===== src/rtl/sidc_pkg.sv =====
package sidc_pkg;
  localparam int CRC_W = 8;

  typedef enum logic {
    MODE_ID     = 1'b0,
    MODE_STREAM = 1'b1
  } sidc_mode_e;

  // one reflected CRC step for a single input bit
  function automatic logic [CRC_W-1:0] crc_step(input logic [CRC_W-1:0] cur,
                                                input logic             din,
                                                input logic [CRC_W-1:0] poly);
    logic fb;
    fb = cur[0] ^ din;
    return (cur >> 1) ^ (fb ? poly : '0);
  endfunction

  // stored byte assembled LSB first compared against the payload CRC
  function automatic logic tail_ok(input logic [CRC_W-1:0] pay_crc,
                                   input logic [CRC_W-1:0] stored);
    return pay_crc == stored;
  endfunction
endpackage


===== src/rtl/sidc_id_cmp.sv =====
module sidc_id_cmp
  import sidc_pkg::*;
#(
  parameter int ID_BITS = 64,
  localparam int TOT_W    = $clog2(ID_BITS + 1),
  localparam int PAY_BITS = ID_BITS - CRC_W
) (
  input  logic             clk,
  input  logic             rst_n,
  input  logic             clr,
  input  logic             take,
  input  logic             din,
  input  logic [CRC_W-1:0] crc_nxt,
  input  logic [TOT_W-1:0] bit_total,
  output logic             last_pay,
  output logic             last_id,
  output logic             id_done_q,
  output logic             id_match_q,
  output logic             id_zero_q
);
  logic [CRC_W-1:0] pay_crc_q;
  logic [CRC_W-1:0] stored_q;
  logic [CRC_W-1:0] stored_nxt;
  logic             in_tail;

  assign last_pay   = take && (bit_total == TOT_W'(PAY_BITS - 1));
  assign last_id    = take && (bit_total == TOT_W'(ID_BITS - 1));
  assign in_tail    = take && (bit_total >= TOT_W'(PAY_BITS));
  assign stored_nxt = {din, stored_q[CRC_W-1:1]};

  always_ff @(posedge clk or negedge rst_n) begin
    if (!rst_n) begin
      pay_crc_q  <= '0;
      stored_q   <= '0;
      id_done_q  <= 1'b0;
      id_match_q <= 1'b0;
      id_zero_q  <= 1'b0;
    end else if (clr) begin
      pay_crc_q  <= '0;
      stored_q   <= '0;
      id_done_q  <= 1'b0;
      id_match_q <= 1'b0;
      id_zero_q  <= 1'b0;
    end else begin
      if (last_pay) pay_crc_q <= crc_nxt;
      if (in_tail)  stored_q  <= stored_nxt;
      if (last_id) begin
        id_done_q  <= 1'b1;
        id_match_q <= tail_ok(pay_crc_q, stored_nxt);
        id_zero_q  <= (crc_nxt == '0);
      end
    end
  end
endmodule


===== config.mk =====
export PLATFORM = sky130hd
export DESIGN_NAME = sidc_id_cmp
export DESIGN_NICKNAME = d
export VERILOG_FILES = /design/src/rtl/sidc_pkg.sv /design/src/rtl/sidc_id_cmp.sv
export SDC_FILE = /design/constraint.sdc
export NUM_CORES = 1
export LEC_CHECK = 0
export ABC_AREA = 1
export BUFFER_PORTS_ARGS = -buffer_cell sky130_fd_sc_hd__buf_2
export CAP_MARGIN = 20
export CORE_UTILIZATION = 51
export DETAILED_ROUTE_END_ITERATION = 6
export PLACE_DENSITY = 0.77
export SKIP_LAST_GASP = 1
export SLEW_MARGIN = 25
export SYNTH_ARGS = -nofsm -noshare
export SYNTH_HDL_FRONTEND = slang
export SYNTH_SLANG_ARGS = --single-unit

===== constraint.sdc =====
create_clock -name clk -period 1.5 [get_ports clk]
set_clock_uncertainty 0.2 [all_clocks]
set_input_delay 0.225 -clock clk [delete_from_list [all_inputs] [get_ports clk]]
set_output_delay 0.225 -clock clk [all_outputs]
set_load 0.03 [all_outputs]

==> summary.txt, run 1 <==
Worst setup path
  – CP required: 1540 ps
  – Max FO, Critical Path: 2
  – Start of the worst register-to-register path: stored_q[4]
  – Crit path DAT: 1440 ps
  – Slowest cell delay on critical path: 540 ps
  – Nature of the critical path endpoint: flop
  – Setup crit start kind: primary input
  – Slowest cell on crit path: dlygate4sd3_1
  – CP Class: in2reg
  – Crit-path cells: dlygate4sd3_1, buf_2, nor3_1, nand4_1, a21oi_2
  – Critical Path Source: crc_nxt[1]

Power and ir drop
  – Sequential power share: 53.0%
  – Pwr Density: 761 nW/um^2
  – Peak VDD IR: 0.570 mV
  – Pleak: 0.664 nW
  – Sw frac: 25.6%
  – Int Power: 0.706 mW
  – Switching power: 0.243 mW
  – Clock Power Share: 31.8%
  – Combinational share of power: 15.2%

Timing
  – Final hold vios: 0
  – Tmin final: 1400 ps
  – Hold Slack: 110 ps
  – Slew of the pin with the lowest slew margin: 400 ps
  – Setup violations, final: 0
  – Final slew viol count: 0
  – Max-slew headroom: 73.4%
  – RSZ-0062 raised after global routing: no
  – Period utilisation layout: 93.5%
  – Fmax: 713 MHz
  – TNS Setup: 0 ps

Min path
  – Worst Hold Launch: clr
  – Worst min-delay path category: in2reg

Drt
  – DR iter-0 viols: 15
  – Final ANT Viol Nets: 0
  – Vias: 886
  – Wire per inst: 11.1 um
  – Router iterations before antenna repair: 4
  – DRC viols: 0
  – Vias per cell: 4.79
  – Routed wire length: 2060 um

Logic synthesis
  – Post-synth top cells: 34 x nand2_1, 18 x dfrtp_1, 18 x inv_1
  – Avg Inst Size Synth: 7.89 um^2
  – Post-synth top area cell: dfrtp_1
  – Register area share after synthesis: 46.4%
  – #FFs+latches synth: 18
  – Mux contribution to synthesized area: 0%
  – Yosys top cell area share: 46.4%
  – Post-synth EDFFs: 0
  – Synth Area in Simple Gates: 32.0%
  – Post-synthesis adder-cell area fraction: 0%
  – XOR/XNOR Fraction of Synth Area: 0.902%
  – Main flop type after synthesis: dfrtp_1
  – Post-synthesis cell type count: 22
  – Synth warn: 0
  – Most numerous cell in the Yosys netlist: nand2_1
  – Synth Area in Compound Gates: 11.9%
  – Ys async rst share: 100%
  – Mapped Cells: 123
  – Syn nets: 143
  – Largest family of logic cells by synthesized area: simple AND/OR/NAND/NOR gates
  – Post-synthesis cell area: 971 um^2
  – Top post-synthesis cells by area: dfrtp_1 46%, nand2_1 13%, inv_1 7.0%, nand3_1 6.2%, nor2_1 3.9%

Cells and area
  – Share of layout cells above drive strength 1: 23.8%
  – NumNets Final: 181
  – Antenna cells: 0
  – Area grow syn2layout: 28.5%

Clock network
  – Post-cts sizing count: 0
  – Root Driver: clkbuf_4
  – CTS tree: done
  – CTS H-tree depth: 1
  – CTS Sinks: 18
  – Total CTS buffers: 3
  – Clk_lat worst skew: 300 ps
  – CTS max path bufs: 2
  – Post-CTS Setup Inserts: 0
  – Clk slew on worst S/H paths: 100 ps

Global routing
  – GR Util met3: 8.33%
  – Vias in the first global route: 828
  – Grt ovf: 0
  – Met2 Use GR: 40.0%
  – Grt met1 use: 32.0%
  – First-pass GRT wire length: 3520 um
  – Gr busiest metal: met2
  – Pin count of the biggest net entering global routing: 19
  – Initial antenna violation count: 0
  – Total GRT Usage: 24.5%

Floorplan
  – Starting Density: 55.0%
  – Die Area: 2080 um^2
  – Die W: 45.6 um
  – Core Area: 1760 um^2
  – Die height: 45.6 um
  – Top-Level Pins: 25
  – Std-Cell Rows: 15

Run status
  – Outcome: finished, final reports clean

Placed design
  – Port bufs: 24
  – Placer's final routability congestion estimate: 0.787
  – HPWL Detailed: 1510 um

Job
  – Max_cap viols: 0
## kinds of logic (layout without fill, tap and decap cells)
group,after synthesis,after routing
simple gates,64,64
buf+inv,21,58
compound gates,19,19
flops,18,18
xor+xnor,1,1
## critical path, delay by kind of cell
kind | cells | cell delay, ps
buffers and inverters | 2 | 670
AO/OA/AOI/OAI | 1 | 160
AND/OR/NAND/NOR | 2 | 390
## registers in the layout (all words and copies together), names as in the netlist
register	flops
id_done_q	1
stored_q	7
id_zero_q	1
id_match_q	1
pay_crc_q	8
## layout make-up
type                    instances  area (um^2)
clock buffers                   4         36.3
fillers                       161          517
flip-flops and latches         18          450
repair buffers                 34          220
inverters                      20         75.1
multi-input cells              84          434
well taps                      25         31.3
## per-layer routing
layer / vias to the layer above / routed length (um) / share of wire (%)
li1: 460 / - / -
met1: 399 / 967 / 47
met2: 23 / 972 / 47
met3: 4 / 101 / 4.9
met4: 0 / 13 / 0.63
met5: - / 0 / 0
## per-stage QoR
stage / setup slack, ps / cells / area [um^2] / power (mW) / utilization (%)
after global routing: 25.0 / 185 / 1250 / 0.992 / 70.7
final: 98.1 / 185 / 1250 / 0.950 / 70.7
after floorplan: 283 / 123 / 971 / 0.579 / -
after global placement: 147 / 171 / 1110 / 0.633 / 63.0
after CTS: 121 / 185 / 1250 / 0.956 / 70.7
after detailed placement: 123 / 171 / 1110 / 0.637 / 63.0
## cells in the final DEF (no fill, tap or decap), types with 2 or more instances in the layout
master	n
a21oi_1	4
buf_2	24
clkbuf_4	3
dfrtp_1	18
dlygate4sd3_1	10
inv_1	18
inv_2	2
nand2_1	34
nand3_1	12
nor2_1	10
o21ai_0	7
o21ai_1	5
## what timing repair did
item	in CTS	in global routing
setup endpoints to repair	0	1
endpoints found under the hold margin	27	0
hold buffers	10	0
## power by group through the flow
stage	Sequential [mW]	Combinational, mW	Clock [mW]
floorplan	0.520	0.0589	0
global route	0.505	0.162	0.326
detailed placement	0.513	0.124	0
finish	0.503	0.144	0.302
CTS	0.503	0.143	0.309
global placement	0.512	0.120	0
## worst paths after layout
check | endpoint | slack (ps) | depth (start not counted)
setup reg to reg | id_match_q | 310 | 8
setup / recovery | id_zero_q | 100 | 5
max in group asynchronous | pay_crc_q[1] | 640 | 2
hold reg to reg | id_done_q | 310 | 1
min in group asynchronous | stored_q[7] | 170 | 2
hold / removal | pay_crc_q[0] | 110 | 4
(Power assumes the default switching activity.)
==> run 2: changes to the inputs <==
CORE_UTILIZATION = 54   (was 51)
CTS_BUF_LIST = sky130_fd_sc_hd__clkbuf_8   (was default)
PLACE_DENSITY = 0.81   (was 0.77)
==> run 2 against run 1 <==
Sequential share of layout area up 1.3 points. Critical path depth up 1. Non-clock buffer count down 6. Global-route usage down 1.0 points. Clock power up 30%. Count of clock-buffer cells in the layout unchanged. Sequential cell count unchanged. Sequential power about the same. Combinational power down 8%. Worst setup slack better by 4.0 ps. Critical endpoint is now last_id. Largest power group unchanged.
==> summary.txt, run 2 (synthesis results as in run 1) <==
Cells and area
  – Most frequent cells in the layout: 34 x nand2_1, 24 x buf_2, 18 x inv_1, 18 x dfrtp_1, 12 x nand3_1
  – Layout Utilization: 75.6% (+4.9 points)
  – NumNets Final: 175 (-3.3%)
  – Area grow syn2layout: 24.1%
  – Share of layout cells above drive strength 1: 24.7% (+0.93 points)
  – Max reg flops: 8 (unchanged)
  – FILL cells: 111 (-31%)
  – Most common cell after layout, fill and taps aside: nand2_1
  – Antenna cells: 0 (unchanged)
  – Biggest regs: pay_crc_q x8, stored_q x7
  – Largest register by flop count: pay_crc_q

Power and ir drop
  – Peak VDD IR: 0.740 mV (+30%)
  – Sw frac: 24.0% (-1.6 points)
  – Combinational share of power: 12.8% (-2.4 points)
  – Sequential power share: 49.0% (-4.0 points)
  – Int Power: 0.781 mW (+11%)
  – Switching power: 0.247 mW (+1.4%)
  – Pleak: 0.646 nW (-2.6%)
  – Pwr Density: 853 nW/um^2 (+12%)
  – Clock Power Share: 38.2% (+6.4 points)

Floorplan
  – Die Area: 1970 um^2 (-5.3%)
  – Core Area: 1590 um^2 (-9.6%)
  – Die W: 44.4 um (-2.7%)
  – Die height: 44.4 um (-2.7%)
  – Top-Level Pins: 25 (unchanged)
  – Std-Cell Rows: 14 (-1)
  – Starting Density: 60.9% (+5.9 points)

Worst setup path
  – Nature of the critical path endpoint: output port
  – Crit path DAT: 970 ps (-470 ps)
  – Max FO, Critical Path: 3 (+1)
  – CP required: 1070 ps (-470 ps)
  – CP Class: in2out
  – Setup crit start kind: primary input

Timing
  – Tmin final: 1400 ps (-3.96 ps)
  – RSZ-0062 raised after global routing: no
  – Final worst slack: 102 ps (+3.96 ps)
  – Fmax: 715 MHz (+0.28%)
  – Slew of the pin with the lowest slew margin: 379 ps (-20.7 ps)
  – Final slew viol count: 0 (unchanged)
  – Period utilisation layout: 93.2% (-0.26 points)
  – Setup violations, final: 0 (unchanged)
  – Final hold vios: 0 (unchanged)
  – Max-slew headroom: 74.7% (+1.4 points)
  – TNS Setup: 0 ps (unchanged)

Drt
  – DRC viols: 0 (unchanged)
  – DR iter-0 viols: 28 (+13)
  – Final ANT Viol Nets: 0 (unchanged)
  – Vias per cell: 4.96 (+3.6%)
  – Vias: 883 (-0.34%)
  – Routed wire length: 1980 um (-3.6%)
  – Router iterations before antenna repair: 4 (unchanged)
  – Wire per inst: 11.1 um (+0.19%)

Global routing
  – First-pass GRT wire length: 3390 um (-3.6%)
  – Total GRT Usage: 23.5% (-1.0 points)
  – Vias in the first global route: 835 (+0.85%)
  – Pin count of the biggest net entering global routing: 19 (unchanged)
  – Grt ovf: 0 (unchanged)
  – Initial antenna violation count: 0 (unchanged)

Clock network
  – CTS tree: done
  – CTS max path bufs: 2 (unchanged)
  – Post-CTS Setup Inserts: 0 (unchanged)
  – Total CTS buffers: 3 (unchanged)
  – CTS H-tree depth: 1 (unchanged)
  – Clk slew on worst S/H paths: 70 ps (-30 ps)
  – Root Driver: clkbuf_8
  – Post-CTS Hold Fix Bufs: 4 (-6)
  – Post-cts sizing count: 0 (unchanged)
  – CTS Sinks: 18 (unchanged)
  – Clk_lat worst skew: 250 ps (-50 ps)

Placed design
  – HPWL Detailed: 1520 um (+1.0%)
  – Pre-CTS WS: 96.8 ps (-25.9 ps)
  – Port bufs: 24 (unchanged)
  – Placer's final routability congestion estimate: 0.828 (+5.2%)

Run status
  – Outcome: finished, final reports clean

Min path
  – Worst min-delay path category: in2reg

Job
  – Max_cap viols: 0 (unchanged)
-- run 2: cell count changes in the layout (fill, tap and decap cells not counted) --
cell,previous run,this run
clkbuf_8,1,4
clkbuf_4,3,0
dlygate4sd3_1,10,4
-- run 2: path summary, 6_finish.rpt --
check / from / end / slack, ps / cells past startpoint
min in group asynchronous: rst_n / stored_q[2] / 220 / 2
max reg2reg: stored_q[7] / id_match_q / 280 / 7
min: crc_nxt[7] / pay_crc_q[7] / 1 / 3
min reg2reg: id_done_q / id_done_q / 300 / 1
max: bit_total[5] / last_id / 100 / 6
max in group asynchronous: rst_n / pay_crc_q[1] / 610 / 2
-- run 2: area by class of cell --
class	count	area (um^2)	share of cell area, %
repair buffers	28	160	13.3
well taps	24	30.0	2.49
multi-input cells	84	434	36.0
clock buffers	4	55.1	4.57
flip-flops and latches	18	450	37.4
inverters	20	75.1	6.23
-- run 2: power by group through the flow --
stage               clock, mW  sequential, mW  combinational, mW
floorplan                   0           0.520             0.0589
global placement            0           0.512              0.120
detailed placement          0           0.513              0.123
CTS                     0.396           0.504              0.132
global route            0.416           0.505              0.147
finish                  0.393           0.504              0.132
-- run 2: metrics by stage --
| step | total power [mW] | cells | hold WS [ps] | cell area (um^2) |
|---|---|---|---|---|
| floorplan | 0.579 | 123 | -271 | 971 |
| global placement | 0.632 | 170 | -33.5 | 1110 |
| detailed placement | 0.636 | 170 | -31.5 | 1110 |
| CTS | 1.03 | 178 | 0.646 | 1200 |
| global route | 1.07 | 178 | 12.3 | 1200 |
| finish | 1.03 | 178 | 1.23 | 1200 |
-- run 2: critical path: stages --
cell and delay (ps):
buf_2 90, nand2_1 80, nor2_4 120, nand3_1 140, inv_1 110, buf_2 200
-- run 2: layer usage --
metal,global-route usage (%),share of wire [%],vias up
met5,0,0,-
li1,-,-,451
met4,7.88,1.1,0
met1,30.2,44,403
met3,4.90,4.9,4
met2,39.4,50,25
==> run 3: changes to the inputs <==
BUFFER_PORTS_ARGS = -buffer_cell sky130_fd_sc_hd__buf_4   (was -buffer_cell sky130_fd_sc_hd__buf_2)
==> run 3 against run 2 <==
Global-route usage up 1.5 points. Final cell count up 1.1%. Worst hold slack lost 0.51 ps. Sequential power is essentially flat. Non-clock buffer count up 2. Core utilization is 5.0 points higher. Register-to-register slack barely moved. Combinational power is 16% higher. Die area unchanged. Worst setup slack better by 37 ps. First-iteration DRC count rose by 43%.
==> summary.txt, run 3 (synthesis results as in run 1) <==
Worst setup path
  – FF-to-FF path depth: 8 (+1)
  – Reg-to-reg endpoint: id_match_q
  – Start of the worst register-to-register path: stored_q[6]
  – CP Class: in2out
  – Worst R2R Setup Slack: 280 ps (about the same)
  – Crit-path most repeated cell: buf_4
  – Crit path DAT: 940 ps (-30 ps)
  – Nature of the critical path endpoint: output port
  – Setup crit start kind: primary input
  – Critical Path Source: bit_total[1]
  – Crit path to: last_pay
  – Crit-path cells: buf_4, nand2_1, nor2_1, nand3_4, inv_1, buf_4
  – CP required: 1070 ps (about the same)
  – Slowest cell delay on critical path: 180 ps (-20 ps)
  – Slowest cell on crit path: nor2_1
  – Max FO, Critical Path: 5 (+2)

Cells and area
  – Most common cell after layout, fill and taps aside: nand2_1
  – NumNets Final: 177 (+1.1%)
  – Antenna cells: 0 (unchanged)
  – Max reg flops: 8 (unchanged)
  – Largest register by flop count: pay_crc_q
  – Biggest regs: pay_crc_q x8, stored_q x7
  – Most frequent cells in the layout: 34 x nand2_1, 24 x buf_4, 18 x inv_1, 18 x dfrtp_1, 12 x nand3_1
  – Area grow syn2layout: 32.3%
  – Share of layout cells above drive strength 1: 24.4% (-0.32 points)

Drt
  – Routed wire length: 2070 um (+4.5%)
  – Router iterations before antenna repair: 4 (unchanged)
  – Vias: 891 (+0.91%)
  – Top Metal Used: met4
  – DRC viols: 0 (unchanged)
  – Final ANT Viol Nets: 0 (unchanged)
  – Wire length on met1: 905 um (+3.8%)
  – DR iter-0 viols: 40 (+43%)
  – Met3 wire len: 109 um (+11%)
  – Vias per cell: 4.95 (-0.22%)
  – Wire per inst: 11.5 um (+3.4%)
  – Met2 Wirelength: 1030 um (+4.0%)

Global routing
  – Initial antenna violation count: 0 (unchanged)
  – Grt ovf: 0 (unchanged)
  – Vias in the first global route: 874 (+4.7%)
  – Pin count of the biggest net entering global routing: 19 (unchanged)
  – First-pass GRT wire length: 3620 um (+6.7%)
  – Total GRT Usage: 25.0% (+1.5 points)

Floorplan
  – Die W: 44.4 um (unchanged)
  – Die height: 44.4 um (unchanged)
  – Top-Level Pins: 25 (unchanged)
  – Core Area: 1590 um^2 (unchanged)
  – Die Area: 1970 um^2 (unchanged)
  – Starting Density: 60.9% (unchanged)
  – Std-Cell Rows: 14 (unchanged)

Timing
  – Final slew viol count: 0 (unchanged)
  – Slew of the pin with the lowest slew margin: 278 ps (-101 ps)
  – Fmax: 735 MHz (+2.7%)
  – Max-slew headroom: 81.4% (+6.7 points)
  – RSZ-0062 raised after global routing: no
  – Setup violations, final: 0 (unchanged)
  – Tmin final: 1360 ps (-37.3 ps)
  – Final worst slack: 139 ps (+37.3 ps)
  – Period utilisation layout: 90.7% (-2.5 points)
  – Final hold vios: 0 (unchanged)
  – TNS Setup: 0 ps (unchanged)

Clock network
  – CTS H-tree depth: 1 (unchanged)
  – CTS Sinks: 18 (unchanged)
  – Clk_lat worst skew: 250 ps (about the same)
  – Post-CTS Setup Inserts: 0 (unchanged)
  – Total CTS buffers: 3 (unchanged)
  – CTS tree: done
  – Clk slew on worst S/H paths: 70 ps (about the same)
  – Root Driver: clkbuf_8
  – CTS max path bufs: 2 (unchanged)

Placed design
  – Port bufs: 24 (unchanged)
  – Placer's final routability congestion estimate: 0.828 (about the same)
  – Pre-CTS WS: 144 ps (+47.4 ps)
  – HPWL Detailed: 1560 um (+2.3%)

Power and ir drop
  – Pwr Density: 819 nW/um^2 (-4.0%)
  – Pleak: 0.671 nW (+3.9%)
  – Peak VDD IR: 0.632 mV (-15%)

Job
  – Max_cap viols: 0 (unchanged)

Min path
  – Worst min-delay path category: in2reg

Run status
  – Outcome: finished, final reports clean
==> run 3: changes by cell type in the layout (fill, tap and decap cells not counted) <==
cell / before / now
dlygate4sd3_1: 4 / 6
buf_4: 0 / 24
buf_2: 24 / 0
==> run 3: through the flow <==
stage | instances | utilization [%] | power [mW] | hold slack, ps | instance area, um^2
after floorplan | 123 | - | 0.579 | -271 | 971
final | 180 | 80.6 | 1.05 | 0.723 | 1280
after detailed placement | 170 | 73.4 | 0.653 | -97.4 | 1170
after global routing | 180 | 80.6 | 1.08 | 24.1 | 1280
after CTS | 180 | 80.6 | 1.05 | 1.33 | 1280
after global placement | 170 | 73.4 | 0.649 | -99.7 | 1170
==> run 3: what timing repair did <==
| item | 4_1_cts | 5_1_grt |
|---|---|---|
| hold endpoints to repair | 23 | 0 |
| resized for setup | 0 | 0 |
| hold buffers | 6 | 0 |
==> run 3: cell type report <==
type | instances | area (um^2)
repair buffers | 30 | 240
well taps | 24 | 30.0
inverters | 20 | 75.1
clock buffers | 4 | 55.1
fillers | 109 | 309
flip-flops and latches | 18 | 450
multi-input cells | 84 | 434
==> run 3: where the power goes <==
group          internal, mW  total (mW)  switching [mW]
registers             0.496       0.504         0.00775
clock network         0.233       0.396           0.163
logic                0.0720       0.153          0.0811
==> run 3: routing by layer <==
layer	vias up	GRT usage (%)
met3	5	1.22
met1	404	33.2
met2	31	43.5
li1	451	-
met4	0	9.09
met5	-	0
==> run 3: worst max-delay path, delay by kind of cell <==
family / cells / cell delay [ps]
buf+inv: 3 / 310
simple gates: 3 / 390
==> run 3: worst min path at each step <==
stage	slack (ps)	startpoint	end	cells after the start
6_report	0.7	crc_nxt[5]	pay_crc_q[5]	3
5_1_grt	20	crc_nxt[4]	pay_crc_q[4]	3
4_1_cts	1	crc_nxt[4]	pay_crc_q[4]	3
2_1_floorplan	-270	rst_n	id_done_q	0
3_3_place_gp	-100	rst_n	stored_q[6]	1
3_5_place_dp	-100	rst_n	stored_q[6]	1
